<file path="src/rtl/mw_pkg.sv">
`timescale 1ns/1ps
package mw_pkg;

  typedef enum logic [2:0] {
    OP_READ  = 3'd0,
    OP_WRITE = 3'd1,
    OP_ERASE = 3'd2,
    OP_ERAL  = 3'd3,
    OP_WRAL  = 3'd4,
    OP_WEN   = 3'd5,
    OP_WDS   = 3'd6
  } mw_op_e;

  typedef enum logic [2:0] {
    ST_IDLE, ST_SEND, ST_RECV, ST_HOLD, ST_GAP, ST_POLL
  } mw_st_e;

  typedef enum logic [1:0] {NX_POLL, NX_SEND, NX_DONE} mw_nx_e;

  function automatic logic [1:0] op_code(mw_op_e op);
    case (op)
      OP_READ:  return 2'b10;
      OP_WRITE: return 2'b01;
      OP_ERASE: return 2'b11;
      default:  return 2'b00;
    endcase
  endfunction

  // function select carried in the two top address bits of opcode-00 frames
  function automatic logic [1:0] sub_code(mw_op_e op);
    case (op)
      OP_ERAL: return 2'b10;
      OP_WRAL: return 2'b01;
      OP_WEN:  return 2'b11;
      default: return 2'b00;
    endcase
  endfunction

  function automatic logic uses_addr(mw_op_e op);
    return op inside {OP_READ, OP_WRITE, OP_ERASE};
  endfunction

  function automatic logic has_data(mw_op_e op);
    return op inside {OP_WRITE, OP_WRAL};
  endfunction

  function automatic logic is_prog(mw_op_e op);
    return op inside {OP_WRITE, OP_ERASE, OP_ERAL, OP_WRAL};
  endfunction

endpackage

</file>
<file path="src/rtl/mw_tick.sv">
`timescale 1ns/1ps
module mw_tick #(
  parameter int DIV = 4
) (
  input  logic clk_i,
  input  logic rst_ni,
  input  logic run_i,
  output logic tick_o
);
  localparam int CW = (DIV > 1) ? $clog2(DIV) : 1;

  logic [CW-1:0] cnt_q;

  assign tick_o = run_i && (cnt_q == CW'(DIV - 1));

  always_ff @(posedge clk_i or negedge rst_ni) begin
    if (!rst_ni)               cnt_q <= '0;
    else if (!run_i || tick_o) cnt_q <= '0;
    else                       cnt_q <= cnt_q + 1'b1;
  end

  generate
    if (DIV > 1) begin : g_gap_chk
      p_tick_gap_r2: assert property (@(posedge clk_i) disable iff (!rst_ni)
        tick_o |=> !tick_o);
    end
  endgenerate

endmodule

</file>
<file path="src/rtl/mw_shreg.sv">
`timescale 1ns/1ps
module mw_shreg #(
  parameter int W = 8
) (
  input  logic         clk_i,
  input  logic         rst_ni,
  input  logic         load_i,
  input  logic [W-1:0] par_i,
  input  logic         shift_i,
  input  logic         ser_i,
  output logic [W-1:0] q_o
);
  always_ff @(posedge clk_i or negedge rst_ni) begin
    if (!rst_ni)      q_o <= '0;
    else if (load_i)  q_o <= par_i;
    else if (shift_i) q_o <= {q_o[W-2:0], ser_i};
  end
endmodule

</file>
<file path="src/rtl/mw_host.sv">
`timescale 1ns/1ps
module mw_host
  import mw_pkg::*;
#(
  parameter int ADDR_W     = 6,
  parameter int WORD_W     = 16,
  parameter int LEN_W      = 4,
  parameter int CLK_DIV    = 4,    // half serial period in clk_i cycles, >= 4 with the input sync
  parameter int GAP_CYC    = 8,
  parameter int POLL_LIMIT = 1024,
  parameter bit AUTO_LOCK  = 1'b1
) (
  input  logic              clk_i,
  input  logic              rst_ni,
  input  logic              cmd_valid_i,
  output logic              cmd_ready_o,
  input  logic [2:0]        cmd_op_i,
  input  logic [ADDR_W-1:0] cmd_addr_i,
  input  logic [WORD_W-1:0] cmd_wdata_i,
  input  logic [LEN_W-1:0]  cmd_len_i,
  output logic              rd_valid_o,
  input  logic              rd_ready_i,
  output logic [WORD_W-1:0] rd_data_o,
  output logic              done_o,
  output logic              err_o,
  output logic              mw_cs_o,
  output logic              mw_sk_o,
  output logic              mw_di_o,
  input  logic              mw_do_i
);
  localparam int HDR_W     = 3 + ADDR_W;
  localparam int FRM_W     = HDR_W + WORD_W;
  localparam int CNT_W     = $clog2(FRM_W + 1);
  localparam int WB_W      = $clog2(WORD_W + 1);
  localparam int GAP_W     = $clog2(GAP_CYC + 1);
  localparam int POLL_W    = $clog2(POLL_LIMIT + 1);
  localparam int SYNC_WAIT = 3;

  mw_st_e             state_q;
  mw_nx_e             nxt_q;
  mw_op_e             op_q, ld_op;
  logic [CNT_W-1:0]   bits_q;
  logic [WB_W-1:0]    wbits_q;
  logic [LEN_W-1:0]   words_q;
  logic [GAP_W-1:0]   gap_q;
  logic [POLL_W-1:0]  poll_q;
  logic               cs_q, sk_q, done_q, err_q;
  logic               q_m, q_s;
  logic               tick, accept, poll_ok, tx_load, tx_shift, rx_shift;
  logic [ADDR_W-1:0]  afield;
  logic [FRM_W-1:0]   ld_frame, tx_q;

  assign accept   = cmd_valid_i && (state_q == ST_IDLE);
  assign poll_ok  = (state_q == ST_POLL) && (poll_q >= POLL_W'(SYNC_WAIT)) && q_s;
  assign tx_load  = accept || (poll_ok && AUTO_LOCK);
  assign tx_shift = (state_q == ST_SEND) && tick && sk_q;
  assign rx_shift = (state_q == ST_RECV) && tick && sk_q;

  always_comb begin
    ld_op  = (state_q == ST_IDLE) ? mw_op_e'(cmd_op_i) : OP_WDS;
    afield = uses_addr(ld_op) ? cmd_addr_i : {sub_code(ld_op), {(ADDR_W-2){1'b0}}};
    ld_frame = {1'b1, op_code(ld_op), afield,
                has_data(ld_op) ? cmd_wdata_i : {WORD_W{1'b0}}};
  end

  mw_tick #(.DIV(CLK_DIV)) i_tick (
    .clk_i (clk_i), .rst_ni (rst_ni),
    .run_i ((state_q == ST_SEND) || (state_q == ST_RECV)),
    .tick_o(tick)
  );

  mw_shreg #(.W(FRM_W)) i_tx (
    .clk_i(clk_i), .rst_ni(rst_ni), .load_i(tx_load), .par_i(ld_frame),
    .shift_i(tx_shift), .ser_i(1'b0), .q_o(tx_q)
  );

  mw_shreg #(.W(WORD_W)) i_rx (
    .clk_i(clk_i), .rst_ni(rst_ni), .load_i(1'b0), .par_i({WORD_W{1'b0}}),
    .shift_i(rx_shift), .ser_i(q_s), .q_o(rd_data_o)
  );

  always_ff @(posedge clk_i or negedge rst_ni) begin
    if (!rst_ni) begin
      q_m <= 1'b0;
      q_s <= 1'b0;
    end else begin
      q_m <= mw_do_i;
      q_s <= q_m;
    end
  end

  always_ff @(posedge clk_i or negedge rst_ni) begin
    if (!rst_ni) begin
      state_q <= ST_IDLE;
      nxt_q   <= NX_DONE;
      op_q    <= OP_WDS;
      bits_q  <= '0;
      wbits_q <= '0;
      words_q <= '0;
      gap_q   <= '0;
      poll_q  <= '0;
      cs_q    <= 1'b0;
      sk_q    <= 1'b0;
      done_q  <= 1'b0;
      err_q   <= 1'b0;
    end else begin
      done_q <= 1'b0;
      case (state_q)
        ST_IDLE: if (accept) begin
          op_q    <= mw_op_e'(cmd_op_i);
          bits_q  <= CNT_W'(has_data(mw_op_e'(cmd_op_i)) ? FRM_W : HDR_W);
          words_q <= cmd_len_i;
          err_q   <= 1'b0;
          cs_q    <= 1'b1;
          state_q <= ST_SEND;
        end
        ST_SEND: if (tick) begin
          sk_q <= !sk_q;
          if (sk_q) begin
            if (bits_q == CNT_W'(1)) begin
              if (op_q == OP_READ) begin
                // the sample taken on this edge is the dummy bit, dropped
                wbits_q <= WB_W'(WORD_W);
                state_q <= ST_RECV;
              end else begin
                cs_q    <= 1'b0;
                nxt_q   <= is_prog(op_q) ? NX_POLL : NX_DONE;
                state_q <= ST_GAP;
              end
            end else begin
              bits_q <= bits_q - 1'b1;
            end
          end
        end
        ST_RECV: if (tick) begin
          sk_q <= !sk_q;
          if (sk_q) begin
            if (wbits_q == WB_W'(1)) state_q <= ST_HOLD;
            else                     wbits_q <= wbits_q - 1'b1;
          end
        end
        ST_HOLD: if (rd_ready_i) begin
          if (words_q == '0) begin
            cs_q    <= 1'b0;
            nxt_q   <= NX_DONE;
            state_q <= ST_GAP;
          end else begin
            words_q <= words_q - 1'b1;
            wbits_q <= WB_W'(WORD_W);
            state_q <= ST_RECV;
          end
        end
        ST_GAP: begin
          if (gap_q == GAP_W'(GAP_CYC - 1)) begin
            gap_q <= '0;
            case (nxt_q)
              NX_POLL: begin
                cs_q    <= 1'b1;
                poll_q  <= '0;
                state_q <= ST_POLL;
              end
              NX_SEND: begin
                cs_q    <= 1'b1;
                bits_q  <= CNT_W'(HDR_W);
                state_q <= ST_SEND;
              end
              default: begin
                done_q  <= 1'b1;
                state_q <= ST_IDLE;
              end
            endcase
          end else begin
            gap_q <= gap_q + 1'b1;
          end
        end
        ST_POLL: begin
          if (poll_ok) begin
            cs_q    <= 1'b0;
            state_q <= ST_GAP;
            if (AUTO_LOCK) begin
              op_q  <= OP_WDS;
              nxt_q <= NX_SEND;
            end else begin
              nxt_q <= NX_DONE;
            end
          end else if (poll_q == POLL_W'(POLL_LIMIT - 1)) begin
            err_q   <= 1'b1;
            cs_q    <= 1'b0;
            nxt_q   <= NX_DONE;
            state_q <= ST_GAP;
          end else begin
            poll_q <= poll_q + 1'b1;
          end
        end
        default: state_q <= ST_IDLE;
      endcase
    end
  end

  assign cmd_ready_o = (state_q == ST_IDLE);
  assign rd_valid_o  = (state_q == ST_HOLD);
  assign done_o      = done_q;
  assign err_o       = done_q && err_q;
  assign mw_cs_o     = cs_q;
  assign mw_sk_o     = sk_q;
  assign mw_di_o     = tx_q[FRM_W-1];

  p_cs_rise_r1: assert property (@(posedge clk_i) disable iff (!rst_ni)
    $rose(mw_cs_o) |-> !mw_sk_o);
  p_d_stable_r1: assert property (@(posedge clk_i) disable iff (!rst_ni)
    mw_sk_o && $past(mw_sk_o) |-> $stable(mw_di_o));
  p_sk_sel_r2: assert property (@(posedge clk_i) disable iff (!rst_ni)
    mw_sk_o |-> mw_cs_o);
  p_rd_hold_r4: assert property (@(posedge clk_i) disable iff (!rst_ni)
    rd_valid_o && !rd_ready_i |=> rd_valid_o && $stable(rd_data_o) && !mw_sk_o);
  p_done_idle_r6: assert property (@(posedge clk_i) disable iff (!rst_ni)
    done_o |-> !mw_cs_o && !mw_sk_o);
  p_err_done_r7: assert property (@(posedge clk_i) disable iff (!rst_ni)
    err_o |-> done_o);
  p_ready_idle_r8: assert property (@(posedge clk_i) disable iff (!rst_ni)
    cmd_ready_o |-> !mw_cs_o && !rd_valid_o);

endmodule

</file>
<file path="config.mk">
export PLATFORM = sky130hd
export DESIGN_NAME = mw_host
export DESIGN_NICKNAME = d
export VERILOG_FILES = /design/src/rtl/mw_pkg.sv /design/src/rtl/mw_tick.sv /design/src/rtl/mw_shreg.sv /design/src/rtl/mw_host.sv
export SDC_FILE = /design/constraint.sdc
export NUM_CORES = 1
export LEC_CHECK = 0
export ABC_CLOCK_PERIOD_IN_PS = 3050
export BUFFER_PORTS_ARGS = -buffer_cell sky130_fd_sc_hd__buf_2
export CAP_MARGIN = 20
export CORE_UTILIZATION = 42
export DETAILED_ROUTE_END_ITERATION = 8
export GPL_ROUTABILITY_DRIVEN = 0
export PLACE_DENSITY = 0.65
export SETUP_SLACK_MARGIN = 0.02
export SLEW_MARGIN = 25
export SYNTH_ARGS = -nofsm -noshare
export SYNTH_HDL_FRONTEND = slang
export SYNTH_SLANG_ARGS = --single-unit
</file>
<file path="constraint.sdc">
create_clock -name clk_i -period 3.05 [get_ports clk_i]
set_clock_uncertainty 0.15 [all_clocks]
set_input_delay 0.61 -clock clk_i [delete_from_list [all_inputs] [get_ports clk_i]]
set_output_delay 0.61 -clock clk_i [all_outputs]
set_load 0.05 [all_outputs]
</file>
# ---- After elaboration in Yosys (flattened, before gate mapping)
# Index checks and enable logic that the tools add are counted.
dict set report classes {
  eq_ne 45
  n_mul 0
  order_cmp 1
  bitwise 0
  add_sub_neg 6
  n_mux 83
  n_shift 0
  div_mod_pow 0
  n_reduce_logical 43
}
# op count
set ops {}
lappend ops {{5-bit two-way mux} 16}
lappend ops {{25-bit two-way mux} 2}
lappend ops {{3-bit two-way mux} 16}
lappend ops {{11-bit two-way mux} 4}
lappend ops {{5-bit case mux with 3 select lines} 2}
lappend ops {{2-bit by 1-bit != test with 1-bit output, second input constant} 11}
lappend ops {{2-bit != test, second input constant} 11}
lappend ops {{11-bit case mux with 2 select lines} 1}
lappend ops {{2-bit two-way mux} 10}
lappend ops {{10-bit AND reduction} 2}
lappend ops {{3-bit by 2-bit == test with 1-bit output, second input constant} 6}
lappend ops {{3-bit == test, second input constant} 6}
lappend ops {{2-bit case mux with 3 select lines} 3}
lappend ops {{3-bit case mux with 6 select lines} 1}
lappend ops {{1-bit two-way mux} 17}
lappend ops {{16-bit two-way mux} 1}
lappend ops {{4-bit two-way mux} 4}
lappend ops {{3-bit by 1-bit == test with 1-bit output, second input constant} 4}
lappend ops {{3-bit case mux with 2 select lines} 2}
lappend ops {{2-bit nonzero test} 6}
lappend ops {{3-bit nonzero test} 4}
lappend ops {{11-bit by 1-bit adder with 11-bit output, second input constant} 1}
lappend ops {{11-bit by 10-bit == test with 1-bit output, second input constant} 1}
lappend ops {{11-bit by 2-bit >= comparator with 1-bit output, second input constant} 1}
lappend ops {{29 further kinds} 46}
dict set report word_totals {
  reg_bits 86
  latchBits 0
  mem_count 0
  ram_bits 0
  romBits 0
  inputBits 34
  output_inout_bits 23
  wordCells 195
}

# ---- Logic depth before layout (Yosys ltp)
# Gate-level depths: netlist (run 1).
dict set report depth {
  word_depth 8
  ltp_mapped 8
}

# ---- By module
# From an unflattened synthesis (run 1), not the netlist that was laid out.
dict set report hier_totals {
  hier_cells 492
  hier_area_um2 4707.0
}
# module seq_area_each_um2 n_inst area_per_inst_um2 cells_per_inst
set modules_own_cells {}
lappend modules_own_cells {mw_host 1079.8 1 2705.1 309}
lappend modules_own_cells {{mw_shreg at i_tx} 625.6 1 1166.1 108}
lappend modules_own_cells {{mw_shreg at i_rx} 400.4 1 744.5 69}
lappend modules_own_cells {mw_tick 50.0 1 91.3 6}

# ---- Worst setup path before layout (run 1)
# No wires, ideal clock.
dict set report synth_timing {
  path_type {register -> register}
  startpoint {reg state_q[0]}
  endpoint {reg i_tx.q_o[6]}
  arrival_time_ps 3103
  slack_ps -269
  path_stages_with_launch 8
  synth_period_minus_slack_ps 3319
  setup_ps 66
  cell_sequence {dfrtp_1 -> clkbuf_1 -> nor3_1 -> nand2_1 -> nor3_1 -> buf_2 -> a22oi_1 -> nand2_1}
}
dict set report synth_between {
  elab_chain_len 6
}
# element line
set synth_lines {}
lappend synth_lines {{start: declaration} mw_host.sv:39} ;# mw_st_e state_q;
lappend synth_lines {{start signal: assignment} mw_host.sv:94} ;# state_q <= ST_IDLE;
lappend synth_lines {{start signal: assignment} mw_host.sv:115} ;# state_q <= ST_SEND;
lappend synth_lines {{start signal: assignment} mw_host.sv:124} ;# state_q <= ST_RECV;
lappend synth_lines {{3-bit logical NOT (*)} --}
lappend synth_lines {{named net cmd_ready_o} mw_host.sv:16} ;# output logic cmd_ready_o,
lappend synth_lines {{3-bit two-way mux} mw_host.sv:60} ;# ld_op = (state_q == ST_IDLE) ? mw_op_e'(cmd_op_i) : OP_WDS;
lappend synth_lines {{3-bit by 1-bit == test with 1-bit output or 3-bit == test (tied branches)} mw_pkg.sv:44} ;# return op inside {OP_WRITE, OP_WRAL};
lappend synth_lines {{2-bit nonzero test} mw_pkg.sv:44}
lappend synth_lines {{16-bit two-way mux} mw_host.sv:63} ;# has_data(ld_op) ? cmd_wdata_i : {WORD_W{1'b0}}};
lappend synth_lines {{25-bit two-way mux} mw_shreg.sv:15} ;# else if (load_i) q_o <= par_i;
lappend synth_lines {{end signal: assignment} mw_shreg.sv:15}
lappend synth_lines {{end signal: assignment} mw_shreg.sv:16} ;# else if (shift_i) q_o <= {q_o[W-2:0], ser_i};
lappend synth_lines {{end: declaration} mw_shreg.sv:11} ;# output logic [W-1:0] q_o
# The timed path passes the listed nets; every way through them passes the cells marked *.
# A chain may end at the register's enable or synchronous reset.

# ---- Worst setup path in the final report (run 1)
dict set report layout_timing {
  startpoint {reg bits_q[1]}
  endpoint {reg wbits_q[4]}
}
dict set report layout_between {
  elab_chain_len 3
}
# element line
set layout_lines {}
lappend layout_lines {{start: declaration} mw_host.sv:42} ;# logic [CNT_W-1:0] bits_q;
lappend layout_lines {{start signal: assignment} mw_host.sv:111} ;# bits_q <= CNT_W'(has_data(mw_op_e'(cmd_op_i)) ? FRM_W : HDR_W);
lappend layout_lines {{start signal: assignment} mw_host.sv:131} ;# bits_q <= bits_q - 1'b1;
lappend layout_lines {{start signal: assignment} mw_host.sv:164} ;# bits_q <= CNT_W'(HDR_W);
lappend layout_lines {{5-bit by 1-bit == test with 1-bit output} mw_host.sv:120} ;# if (bits_q == CNT_W'(1)) begin
lappend layout_lines {{2-bit by 1-bit != test with 1-bit output (no source line)} --}
lappend layout_lines {{10-bit AND reduction (no source line)} --}
lappend layout_lines {{end signal: assignment} mw_host.sv:123} ;# wbits_q <= WB_W'(WORD_W);
lappend layout_lines {{end signal: assignment} mw_host.sv:139} ;# else wbits_q <= wbits_q - 1'b1;
lappend layout_lines {{end signal: assignment} mw_host.sv:149} ;# wbits_q <= WB_W'(WORD_W);
lappend layout_lines {{end: declaration} mw_host.sv:43} ;# logic [WB_W-1:0] wbits_q;
# Every way passes these cells.

==> results of run 1 <==
[placed cells by master, fill, tap and decap left out, types with 3 or more instances in the layout]
cell,n
a21o_1,3
a21oi_1,20
a22oi_1,15
a2bb2oi_1,3
a31oi_1,3
and2_1,3
buf_2,55
buf_4,11
clkbuf_8,9
dfrtp_1,83
dfstp_2,3
ha_1,8
inv_1,14
mux2_2,17
mux2i_1,4
nand2_1,52
nand2b_1,8
nand3_1,27
nand3b_1,4
nor2_1,36
nor2b_1,4
nor3_1,17
nor4_1,12
o21ai_0,17
o21ai_1,3
o31ai_1,6
or3_1,3
or4_1,4
xnor2_1,9
[layer usage]
layer	track usage, %	part of all wire (%)	vias up
li1	-	-	1704
met1	26.41	47	1633
met2	29.23	47	84
met3	4.881	4.5	18
met4	6.501	1.7	0
met5	0	0	-
[cell type report]
| type | count | area share [%] |
|---|---|---|
| Clock buffer | 9 | 2.513 |
| Sequential cell | 86 | 43.73 |
| Multi-Input combinational cell | 320 | 40.36 |
| Clock inverter | 6 | 1.294 |
| Inverter | 14 | 1.066 |
| Timing Repair Buffer | 67 | 7.665 |
| Tap cell | 133 | 3.376 |
[per-stage QoR]
stage | instance area [µm²] | utilization (%)
after floorplan | 4295 | -
after global placement | 4742 | 48.29
after detailed placement | 4742 | 48.29
after CTS | 4930 | 50.20
after global routing | 4930 | 50.20
final | 4930 | 50.20
[power by group]
part	switching, mW	internal (mW)	total [mW]
Sequential	0.292	1.45	1.74
Clock	0.404	0.372	0.777
Combinational	0.738	0.515	1.25
[path summary, 6_finish.rpt]
check / startpoint / endpoint / cells past startpoint
worst max-delay path: bits_q[1] / wbits_q[4] / 7
worst max register to register: bits_q[1] / wbits_q[4] / 7
worst min register to register: q_m / q_s / 0
max in group asynchronous: rst_ni / poll_q[2] / 2
worst min-delay path: rst_ni / i_rx.q_o[7] / 1
min in group clk_i: q_m / q_s / 0
[cells by family after synthesis]
kind of cell             share of synthesized area, %
AND/OR/NAND/NOR                                 21.58
AO/OA/AOI/OAI                                   14.90
flip-flops                                      50.25
buffers and inverters                           3.499
multiplexers                                    5.395
XOR/XNOR                                        2.042
adder cells (fa/ha/maj)                         2.333
[synthesized netlist by cell type, types with 3 or more instances]
| master | instances |
|---|---|
| o31ai_1 | 6 |
| a22oi_1 | 15 |
| a21o_1 | 3 |
| dfrtp_1 | 83 |
| xnor2_1 | 9 |
| buf_2 | 3 |
| or3_1 | 3 |
| buf_1 | 3 |
| or4_1 | 4 |
| a2bb2oi_1 | 3 |
| o21ai_0 | 17 |
| ha_1 | 8 |
| nor2b_1 | 4 |
| a31oi_1 | 3 |
| nand3_1 | 27 |
| dfstp_2 | 3 |
| o21ai_1 | 3 |
| mux2i_1 | 4 |
| nand2_1 | 52 |
| nor4_1 | 12 |
| and2_1 | 3 |
| a21oi_1 | 20 |
| mux2_2 | 17 |
| nor2_1 | 36 |
| clkbuf_1 | 19 |
| inv_1 | 14 |
| nor3_1 | 18 |
| nand2b_1 | 8 |
| nand3b_1 | 4 |
[flip-flops by register name (all words and copies together) (netlist names)]
signal and count:
i_tx.q_o 25, i_rx.q_o 16, poll_q 11, bits_q 5
wbits_q 5, gap_q 4, words_q 4, op_q 3
state_q 3, i_tick.cnt_q 2, nxt_q 2, done_o 1
err_q 1, mw_cs_o 1, mw_sk_o 1, q_m 1
q_s 1
[critical path, delay by kind of cell (launching register included)]
kind | cells | cell delay, ns
fa+ha+maj | 1 | 0.13
buf+inv | 1 | 0.08
simple gates | 3 | 1.31
compound gates | 2 | 0.52
flops | 1 | 0.39
==> qor.csv, run 1 <==
stage,metric,value,unit
flow_run,maxcap violations,0,
clock_tree,clock buffer depth,2,
synth,area of the mapped netlist,4290,µm²
synth,syn avg cell area,9.641,µm²
floorplanning,Initial Utilization,43.69,%
synth,Synth Flop Type,dfrtp_1,
worst_hold_path,Hold Path Class,in2async,
setup_path,CP Max Fanout,7,
clock_tree,Worst-path clk slew,0.08,ns
cells_and_area,Ant. Diodes,0,
cells_and_area,Reg area,2156,µm²
sta,Hold WS,0.1706,ns
cells_and_area,final non-filler cell total,635,
synth,Synth cell types,58,
synth,async set-reset flop share out of synthesis,100.0,%
setup_path,Crit path required time,3.14,ns
setup_path,Crit path largest cell delay,0.54,ns
clock_tree,Inserted Clock Buffers,9,
cells_and_area,share of cells above drive strength 1,22.31,%
global_routing,largest net degree at the start of global routing,59,
clock_tree,clk sinks,86,
floorplanning,die width,103.1,µm
clock_tree,H-tree depth,3,
route,total vias in the final route,3439,
synth,register area share after synthesis,50.25,%
setup_path,Crit path arrival time,2.79,ns
synth,Synth area leader,dfrtp_1,
power_and_ir_drop,PwrDens,765.4,nW/µm²
floorplanning,Die Y,103.1,µm
route,first-pass detailed-route iteration total,5,
route,total routed wirelength,9388,µm
setup_path,CP Cell Sequence,inv_1 > ha_1 > or4b_4 > o311a_1 > or4_1 > or2_4 > o21a_1,
synth,Synth Net Count,487,
cells_and_area,nets,540,
setup_path,Setup crit end kind,flip-flop,
sta,final setup fails,0,
synth,Post-synth EDFFs,0,
global_routing,remaining global-route overflow,0,
clock_tree,Post-CTS Setup Repair Bufs,0,
route,Iteration-0 DRC Markers,135,
run_status,status,"complete, no violations",
sta,fmax,0.3716,GHz
synth,synthesized flop and latch total,86,
clock_tree,worst skew pair latency,0.35,ns
sta,RSZ-0062 raised after global routing,no,
synth,yosys warns,0,
setup_path,type of the worst setup path,reg2reg,
setup_path,CP max-delay cell,or4_1,
power_and_ir_drop,Pwr Total,3.773,mW
floorplanning,# IOs,57,
clock_tree,CTS tree,yes,
global_routing,All-Layer GR Usage,19.10,%
cells_and_area,Area Growth Syn to Fin,14.90,%
route,Vias/cell,5.416,
synth,Synth area leaders,"dfrtp_1 48%, nand2_1 4.5%, mux2_2 4.5%",
power_and_ir_drop,Pleak,2.358,nW
clock_tree,post-cts hold buffer count,0,
sta,Slew @ Worst Pin,0.7558,ns
floorplanning,Core ar.,9819,µm²
floorplanning,FP Rows,36,
route,Antenna Nets Post-Route,0,
cells_and_area,multi-input logic area,1989,µm²
sta,post-route worst setup slack,0.3591,ns
setup_path,crit path launch type,flip-flop,
sta,Pins Over Slew Limit,0,
place,Place WS,0.3848,ns
synth,share of the synthesized area in the top cell type,48.41,%
synth,Cells after Synth,445,
route,DRC,0,
sta,final hold vios,0,
route,drt wl/cell,14.78,µm
place,detailed placement HPWL,6596,µm
sta,Final period util,88.23,%
place,Post-Place Cells,620,
floorplanning,die area,10620,µm²
global_routing,first-pass GRT wire length,15750,µm
sta,Tmin final,2.691,ns
power_and_ir_drop,worst vdd rail ir drop,0.0003964,V
global_routing,initial antenna violation count,0,
place,Port Buffers,56,
sta,Setup TNS,0,ns
sta,Slew Limit Headroom,49.23,%
clock_tree,CTS root buffer,clkbuf_8,
clock_tree,post-CTS sizing,0,
global_routing,number of global-route vias before repair,3282,
cells_and_area,Fill cells,986,
setup_path,flop-to-flop setup slack,0.36,ns
(Power assumes the default switching activity.)
==> inputs of run 2 (changes only) <==
Settings changed: CELL_PAD_IN_SITES_DETAIL_PLACEMENT set to 1, CELL_PAD_IN_SITES_GLOBAL_PLACEMENT set to 1, CTS_BUF_LIST set to sky130_fd_sc_hd__clkbuf_2 sky130_fd_sc_hd__clkbuf_4 sky130_fd_sc_hd__clkbuf_8, PLACE_DENSITY 0.65 to not set, PLACE_DENSITY_LB_ADDON set to 0.1.
==> qor.csv, run 2 (synthesis results as in run 1) <==
stage,metric,value,unit,change
global_routing,first-pass GRT wire length,17920,µm,was 15750 µm
sta,fmax,0.3646,GHz,was 0.3716 GHz
power_and_ir_drop,Pwr Total,3.943,mW,was 3.773 mW
sta,Tmin final,2.743,ns,was 2.691 ns
power_and_ir_drop,worst vdd rail ir drop,0.0002962,V,was 0.0003964 V
clock_tree,worst skew pair latency,0.38,ns,was 0.35 ns
place,Post-Place Cells,625,,was 620
route,Highest Signal Layer,met4,,unchanged
clock_tree,CTS root buffer,clkbuf_8,,unchanged
floorplanning,FP Rows,36,,unchanged
clock_tree,clk sinks,86,,unchanged
global_routing,largest net degree at the start of global routing,45,,was 59
cells_and_area,Ant. Diodes,0,,unchanged
clock_tree,H-tree depth,3,,unchanged
floorplanning,Die Y,103.1,µm,unchanged
worst_hold_path,Hold Path Class,in2async,,unchanged
sta,Slew @ Worst Pin,0.6030,ns,was 0.7558 ns
route,met3 WL,239,µm,was 423 µm
floorplanning,Initial Utilization,43.69,%,unchanged
route,first-pass detailed-route iteration total,4,,was 5
setup_path,Setup crit end kind,flip-flop,,unchanged
route,drt wl/cell,17.04,µm,was 14.78 µm
route,met2 wire length,5391,µm,was 4425 µm
power_and_ir_drop,PwrDens,790.3,nW/µm²,was 765.4 nW/µm²
sta,Pins Over Slew Limit,0,,unchanged
setup_path,type of the worst setup path,reg2reg,,unchanged
route,Iteration-0 DRC Markers,175,,was 135
cells_and_area,fin util,50.82,%,was 50.20%
route,DRC,0,,unchanged
global_routing,All-Layer GR Usage,22.23,%,was 19.10%
clock_tree,Inserted Clock Buffers,9,,unchanged
floorplanning,die width,103.1,µm,unchanged
route,Vias/cell,5.594,,was 5.416
cells_and_area,"most common cell after layout, fill and taps aside",dfrtp_1,,unchanged
sta,final setup fails,0,,unchanged
setup_path,crit path launch type,flip-flop,,unchanged
sta,Slew Limit Headroom,59.56,%,was 49.23%
sta,RSZ-0062 raised after global routing,no,,unchanged
clock_tree,Worst-path clk slew,0.10,ns,was 0.08 ns
route,total routed wirelength,10920,µm,was 9388 µm
clock_tree,post-CTS sizing,0,,unchanged
clock_tree,clock buffer depth,2,,unchanged
place,Port Buffers,56,,unchanged
clock_tree,CTS tree,yes,,unchanged
floorplanning,die area,10620,µm²,unchanged
floorplanning,# IOs,57,,unchanged
floorplanning,Core ar.,9819,µm²,unchanged
global_routing,remaining global-route overflow,0,,unchanged
cells_and_area,most frequent cells in the layout,"83 x dfrtp_1, 55 x buf_2, 52 x nand2_1, 36 x nor2_1, 27 x nand3_1",,unchanged
global_routing,number of global-route vias before repair,3565,,was 3282
clock_tree,post-cts hold buffer count,0,,unchanged
cells_and_area,share of cells above drive strength 1,23.23,%,was 22.31%
route,Metal-1 WL,5132,µm,was 4380 µm
setup_path,CP Max Fanout,7,,unchanged
sta,final hold vios,0,,unchanged
cells_and_area,final non-filler cell total,641,,was 635
cells_and_area,Area Growth Syn to Fin,16.30,%,was 14.90%
route,Antenna Nets Post-Route,0,,unchanged
run_status,status,"complete, no violations",,unchanged
sta,Final period util,89.93,%,was 88.23%
route,total vias in the final route,3586,,was 3439
cells_and_area,largest register by flop count,i_tx.q_o,,unchanged
sta,Hold WS,0.07583,ns,was 0.1706 ns
cells_and_area,max reg flops,25,,unchanged
clock_tree,Post-CTS Setup Repair Bufs,0,,unchanged
cells_and_area,nets,545,,was 540
setup_path,Crit path arrival time,2.87,ns,was 2.79 ns
power_and_ir_drop,Pleak,2.398,nW,was 2.358 nW
setup_path,Crit path required time,3.17,ns,was 3.14 ns
global_routing,initial antenna violation count,0,,unchanged
sta,Setup TNS,0,ns,unchanged
place,detailed placement HPWL,7860,µm,was 6596 µm
flow_run,maxcap violations,0,,unchanged
cells_and_area,registers with the most flip-flops,"i_tx.q_o (25), i_rx.q_o (16), poll_q (11)",,unchanged
## run 2: final timing paths
kind	end	cells past startpoint	slack [ns]	startpoint
min	wbits_q[4]	1	0.08	rst_ni
min in group clk_i	q_m	1	0.19	mw_do_i
min reg2reg	q_s	0	0.22	q_m
max reg2reg	wbits_q[4]	7	0.31	bits_q[1]
max	wbits_q[4]	7	0.31	bits_q[1]
max in group asynchronous	op_q[2]	2	1.97	rst_ni
## run 2: stage by stage
step	setup WS, ns	cell area [µm²]
5_1_grt	0.2057	4990
3_3_place_gp	0.3993	4780
3_5_place_dp	0.3346	4780
2_1_floorplan	0.3095	4295
4_1_cts	0.3072	4990
6_report	0.3073	4990
## run 2: per-layer routing
layer | track usage [%] | vias to the layer above
met5 | 0 | -
met4 | 8.451 | 0
met3 | 2.712 | 12
met2 | 36.92 | 52
met1 | 29.77 | 1813
li1 | - | 1709
## run 2: cell type report
| type | count | area [µm²] |
|---|---|---|
| fill | 1173 | 4830 |
| sequential | 86 | 2156 |
| multi-input combinational | 320 | 1989 |
| timing repair buffer | 72 | 415.4 |
| tap | 133 | 166.4 |
| clock buffer | 9 | 123.9 |
| clock inverter | 7 | 86.33 |
| inverter | 14 | 52.55 |
## run 2: report_power, final
group          leakage (nW)  internal [mW]  switching [mW]
clock                 0.105          0.399           0.475
combinational          1.17          0.535           0.793
sequential             1.12           1.45           0.291
total                  2.40           2.39            1.56
## run 2: critical path, cell delays in order (launching register included)
cell and delay (ns):
dfrtp_1 0.41, inv_1 0.09, ha_1 0.13, or4b_4 0.48
o311a_1 0.36, or4_1 0.54, or2_4 0.30, o21a_1 0.18
==> inputs of run 3 (changes only) <==
Settings changed: CORE_UTILIZATION 42 to 46.
==> qor.csv, run 3 (synthesis results as in run 1) <==
stage,metric,value,unit,change
run_status,status,"complete, no violations",,unchanged
route,first-pass detailed-route iteration total,4,,unchanged
sta,fmax,0.3611,GHz,was 0.3646 GHz
setup_path,flop-to-flop setup slack,0.28,ns,was 0.31 ns
place,Place WS,0.3168,ns,was 0.3346 ns
sta,Slew @ Worst Pin,0.6746,ns,was 0.6030 ns
cells_and_area,nets,544,,was 545
cells_and_area,largest register by flop count,i_tx.q_o,,unchanged
setup_path,CP Max Fanout,7,,unchanged
cells_and_area,Area Growth Syn to Fin,15.16,%,was 16.30%
flow_run,maxcap violations,0,,unchanged
sta,Setup TNS,0,ns,unchanged
global_routing,first-pass GRT wire length,18330,µm,was 17920 µm
power_and_ir_drop,Pleak,2.390,nW,was 2.398 nW
global_routing,number of global-route vias before repair,3800,,was 3565
sta,final setup fails,0,,unchanged
route,drt wl/cell,17.27,µm,was 17.04 µm
floorplanning,Die Y,98.58,µm,was 103.1 µm
sta,final hold vios,0,,unchanged
floorplanning,Core ar.,8891,µm²,was 9819 µm²
floorplanning,Initial Utilization,48.25,%,was 43.69%
cells_and_area,"most common cell after layout, fill and taps aside",dfrtp_1,,unchanged
route,DRC,0,,unchanged
global_routing,All-Layer GR Usage,23.81,%,was 22.23%
setup_path,Crit path arrival time,2.88,ns,was 2.87 ns
sta,Final period util,90.79,%,was 89.93%
route,Vias/cell,5.870,,was 5.594
power_and_ir_drop,worst vdd rail ir drop,0.0003308,V,was 0.0002962 V
clock_tree,post-cts hold buffer count,0,,unchanged
clock_tree,H-tree depth,3,,unchanged
sta,RSZ-0062 raised after global routing,no,,unchanged
cells_and_area,most frequent cells in the layout,"83 x dfrtp_1, 55 x buf_2, 52 x nand2_1, 36 x nor2_1, 27 x nand3_1",,unchanged
floorplanning,# IOs,57,,unchanged
cells_and_area,Final Instance Area,4941,µm²,was 4990 µm²
clock_tree,worst skew pair latency,0.37,ns,was 0.38 ns
setup_path,crit path launch type,flip-flop,,unchanged
global_routing,GR peak layer,met2,,unchanged
sta,post-route worst setup slack,0.2809,ns,was 0.3073 ns
global_routing,met2 GRT Util,39.92,%,was 36.92%
sta,Tmin final,2.769,ns,was 2.743 ns
cells_and_area,share of cells above drive strength 1,23.08,%,was 23.23%
global_routing,met1 usage,31.42,%,was 29.77%
clock_tree,post-CTS sizing,0,,unchanged
floorplanning,die area,9717,µm²,was 10620 µm²
route,total routed wirelength,10620,µm,was 10920 µm
global_routing,initial antenna violation count,0,,unchanged
cells_and_area,max reg flops,25,,unchanged
power_and_ir_drop,PwrDens,787.7,nW/µm²,was 790.3 nW/µm²
route,total vias in the final route,3610,,was 3586
cells_and_area,Ant. Diodes,0,,unchanged
clock_tree,clk sinks,86,,unchanged
global_routing,met3 Use GR,3.901,%,was 2.712%
place,detailed placement HPWL,7432,µm,was 7860 µm
clock_tree,Worst-path clk slew,0.10,ns,about the same
setup_path,type of the worst setup path,reg2reg,,unchanged
global_routing,largest net degree at the start of global routing,54,,was 45
cells_and_area,Fill cells,1041,,was 1173
route,Iteration-0 DRC Markers,159,,was 175
clock_tree,CTS tree,yes,,unchanged
setup_path,Setup crit end kind,flip-flop,,unchanged
route,Antenna Nets Post-Route,0,,unchanged
setup_path,Crit path required time,3.16,ns,was 3.17 ns
global_routing,remaining global-route overflow,0,,unchanged
worst_hold_path,Hold Path Class,in2async,,unchanged
clock_tree,Post-CTS Setup Repair Bufs,0,,unchanged
sta,Pins Over Slew Limit,0,,unchanged
clock_tree,Inserted Clock Buffers,9,,unchanged
place,Port Buffers,56,,unchanged
place,Placed Area,4741,µm²,was 4780 µm²
floorplanning,die width,98.58,µm,was 103.1 µm
clock_tree,clock buffer depth,2,,unchanged
sta,Slew Limit Headroom,54.61,%,was 59.56%
floorplanning,FP Rows,34,,was 36
cells_and_area,registers with the most flip-flops,"i_tx.q_o (25), i_rx.q_o (16), poll_q (11)",,unchanged
clock_tree,CTS root buffer,clkbuf_8,,unchanged
[run 3: cell count changes in the layout (fill, tap and decap cells not counted)]
cell        change
bufinv_16       -1
clkinvlp_4      -1
inv_6           -2
buf_4           -1
clkinv_4        +2
clkinv_8        +1
inv_8           +1
[run 3: critical path, cell delays in order, from the launching register on]
cell	delay, ns
dfrtp_1	0.41
inv_1	0.09
ha_1	0.13
or4b_4	0.49
o311a_1	0.35
or4_1	0.56
or2_4	0.30
o21a_1	0.18
[run 3: cell type report]
type,instances,area [µm²],share of cell area (%)
clock buffers,9,123.9,2.507
clock inverters,7,76.32,1.545
inverters,14,52.55,1.064
multi-input cells,320,1989,40.26
flip-flops and latches,86,2156,43.63
well taps,108,135.1,2.735
repair buffers,71,407.9,8.255
[run 3: path summary, 6_finish.rpt]
kind,startpoint,end,cells after the start
setup / recovery,bits_q[1],wbits_q[4],7
hold / removal,rst_ni,wbits_q[0],1
setup reg to reg,bits_q[1],wbits_q[4],7
hold reg to reg,q_m,q_s,0
max in group asynchronous,rst_ni,i_tx.q_o[20],2
min in group clk_i,mw_do_i,q_m,1
[run 3: per-layer routing]
layer / vias up / part of all wire, %
met2: 53 / 48
met5: - / 0
met4: 0 / 1.8
met1: 1829 / 48
met3: 18 / 2.2
li1: 1710 / -
[run 3: power breakdown]
group          internal, mW  leakage [nW]  switching [mW]
clock network         0.326         0.103           0.483
logic                 0.535          1.17           0.800
registers              1.45          1.12           0.298
total                  2.31          2.39            1.58
[run 3: through the flow]
stage / utilization (%) / power, mW / std cells / hold WS (ns)
finish: 55.57 / 3.892 / 615 / 0.03089
floorplan: - / 2.661 / 445 / 0.1644
global route: 55.57 / 4.183 / 615 / 0.06380
global placement: 53.32 / 3.020 / 599 / 0.1855
CTS: 55.57 / 3.918 / 615 / 0.04658
detailed placement: 53.32 / 3.097 / 599 / 0.1934
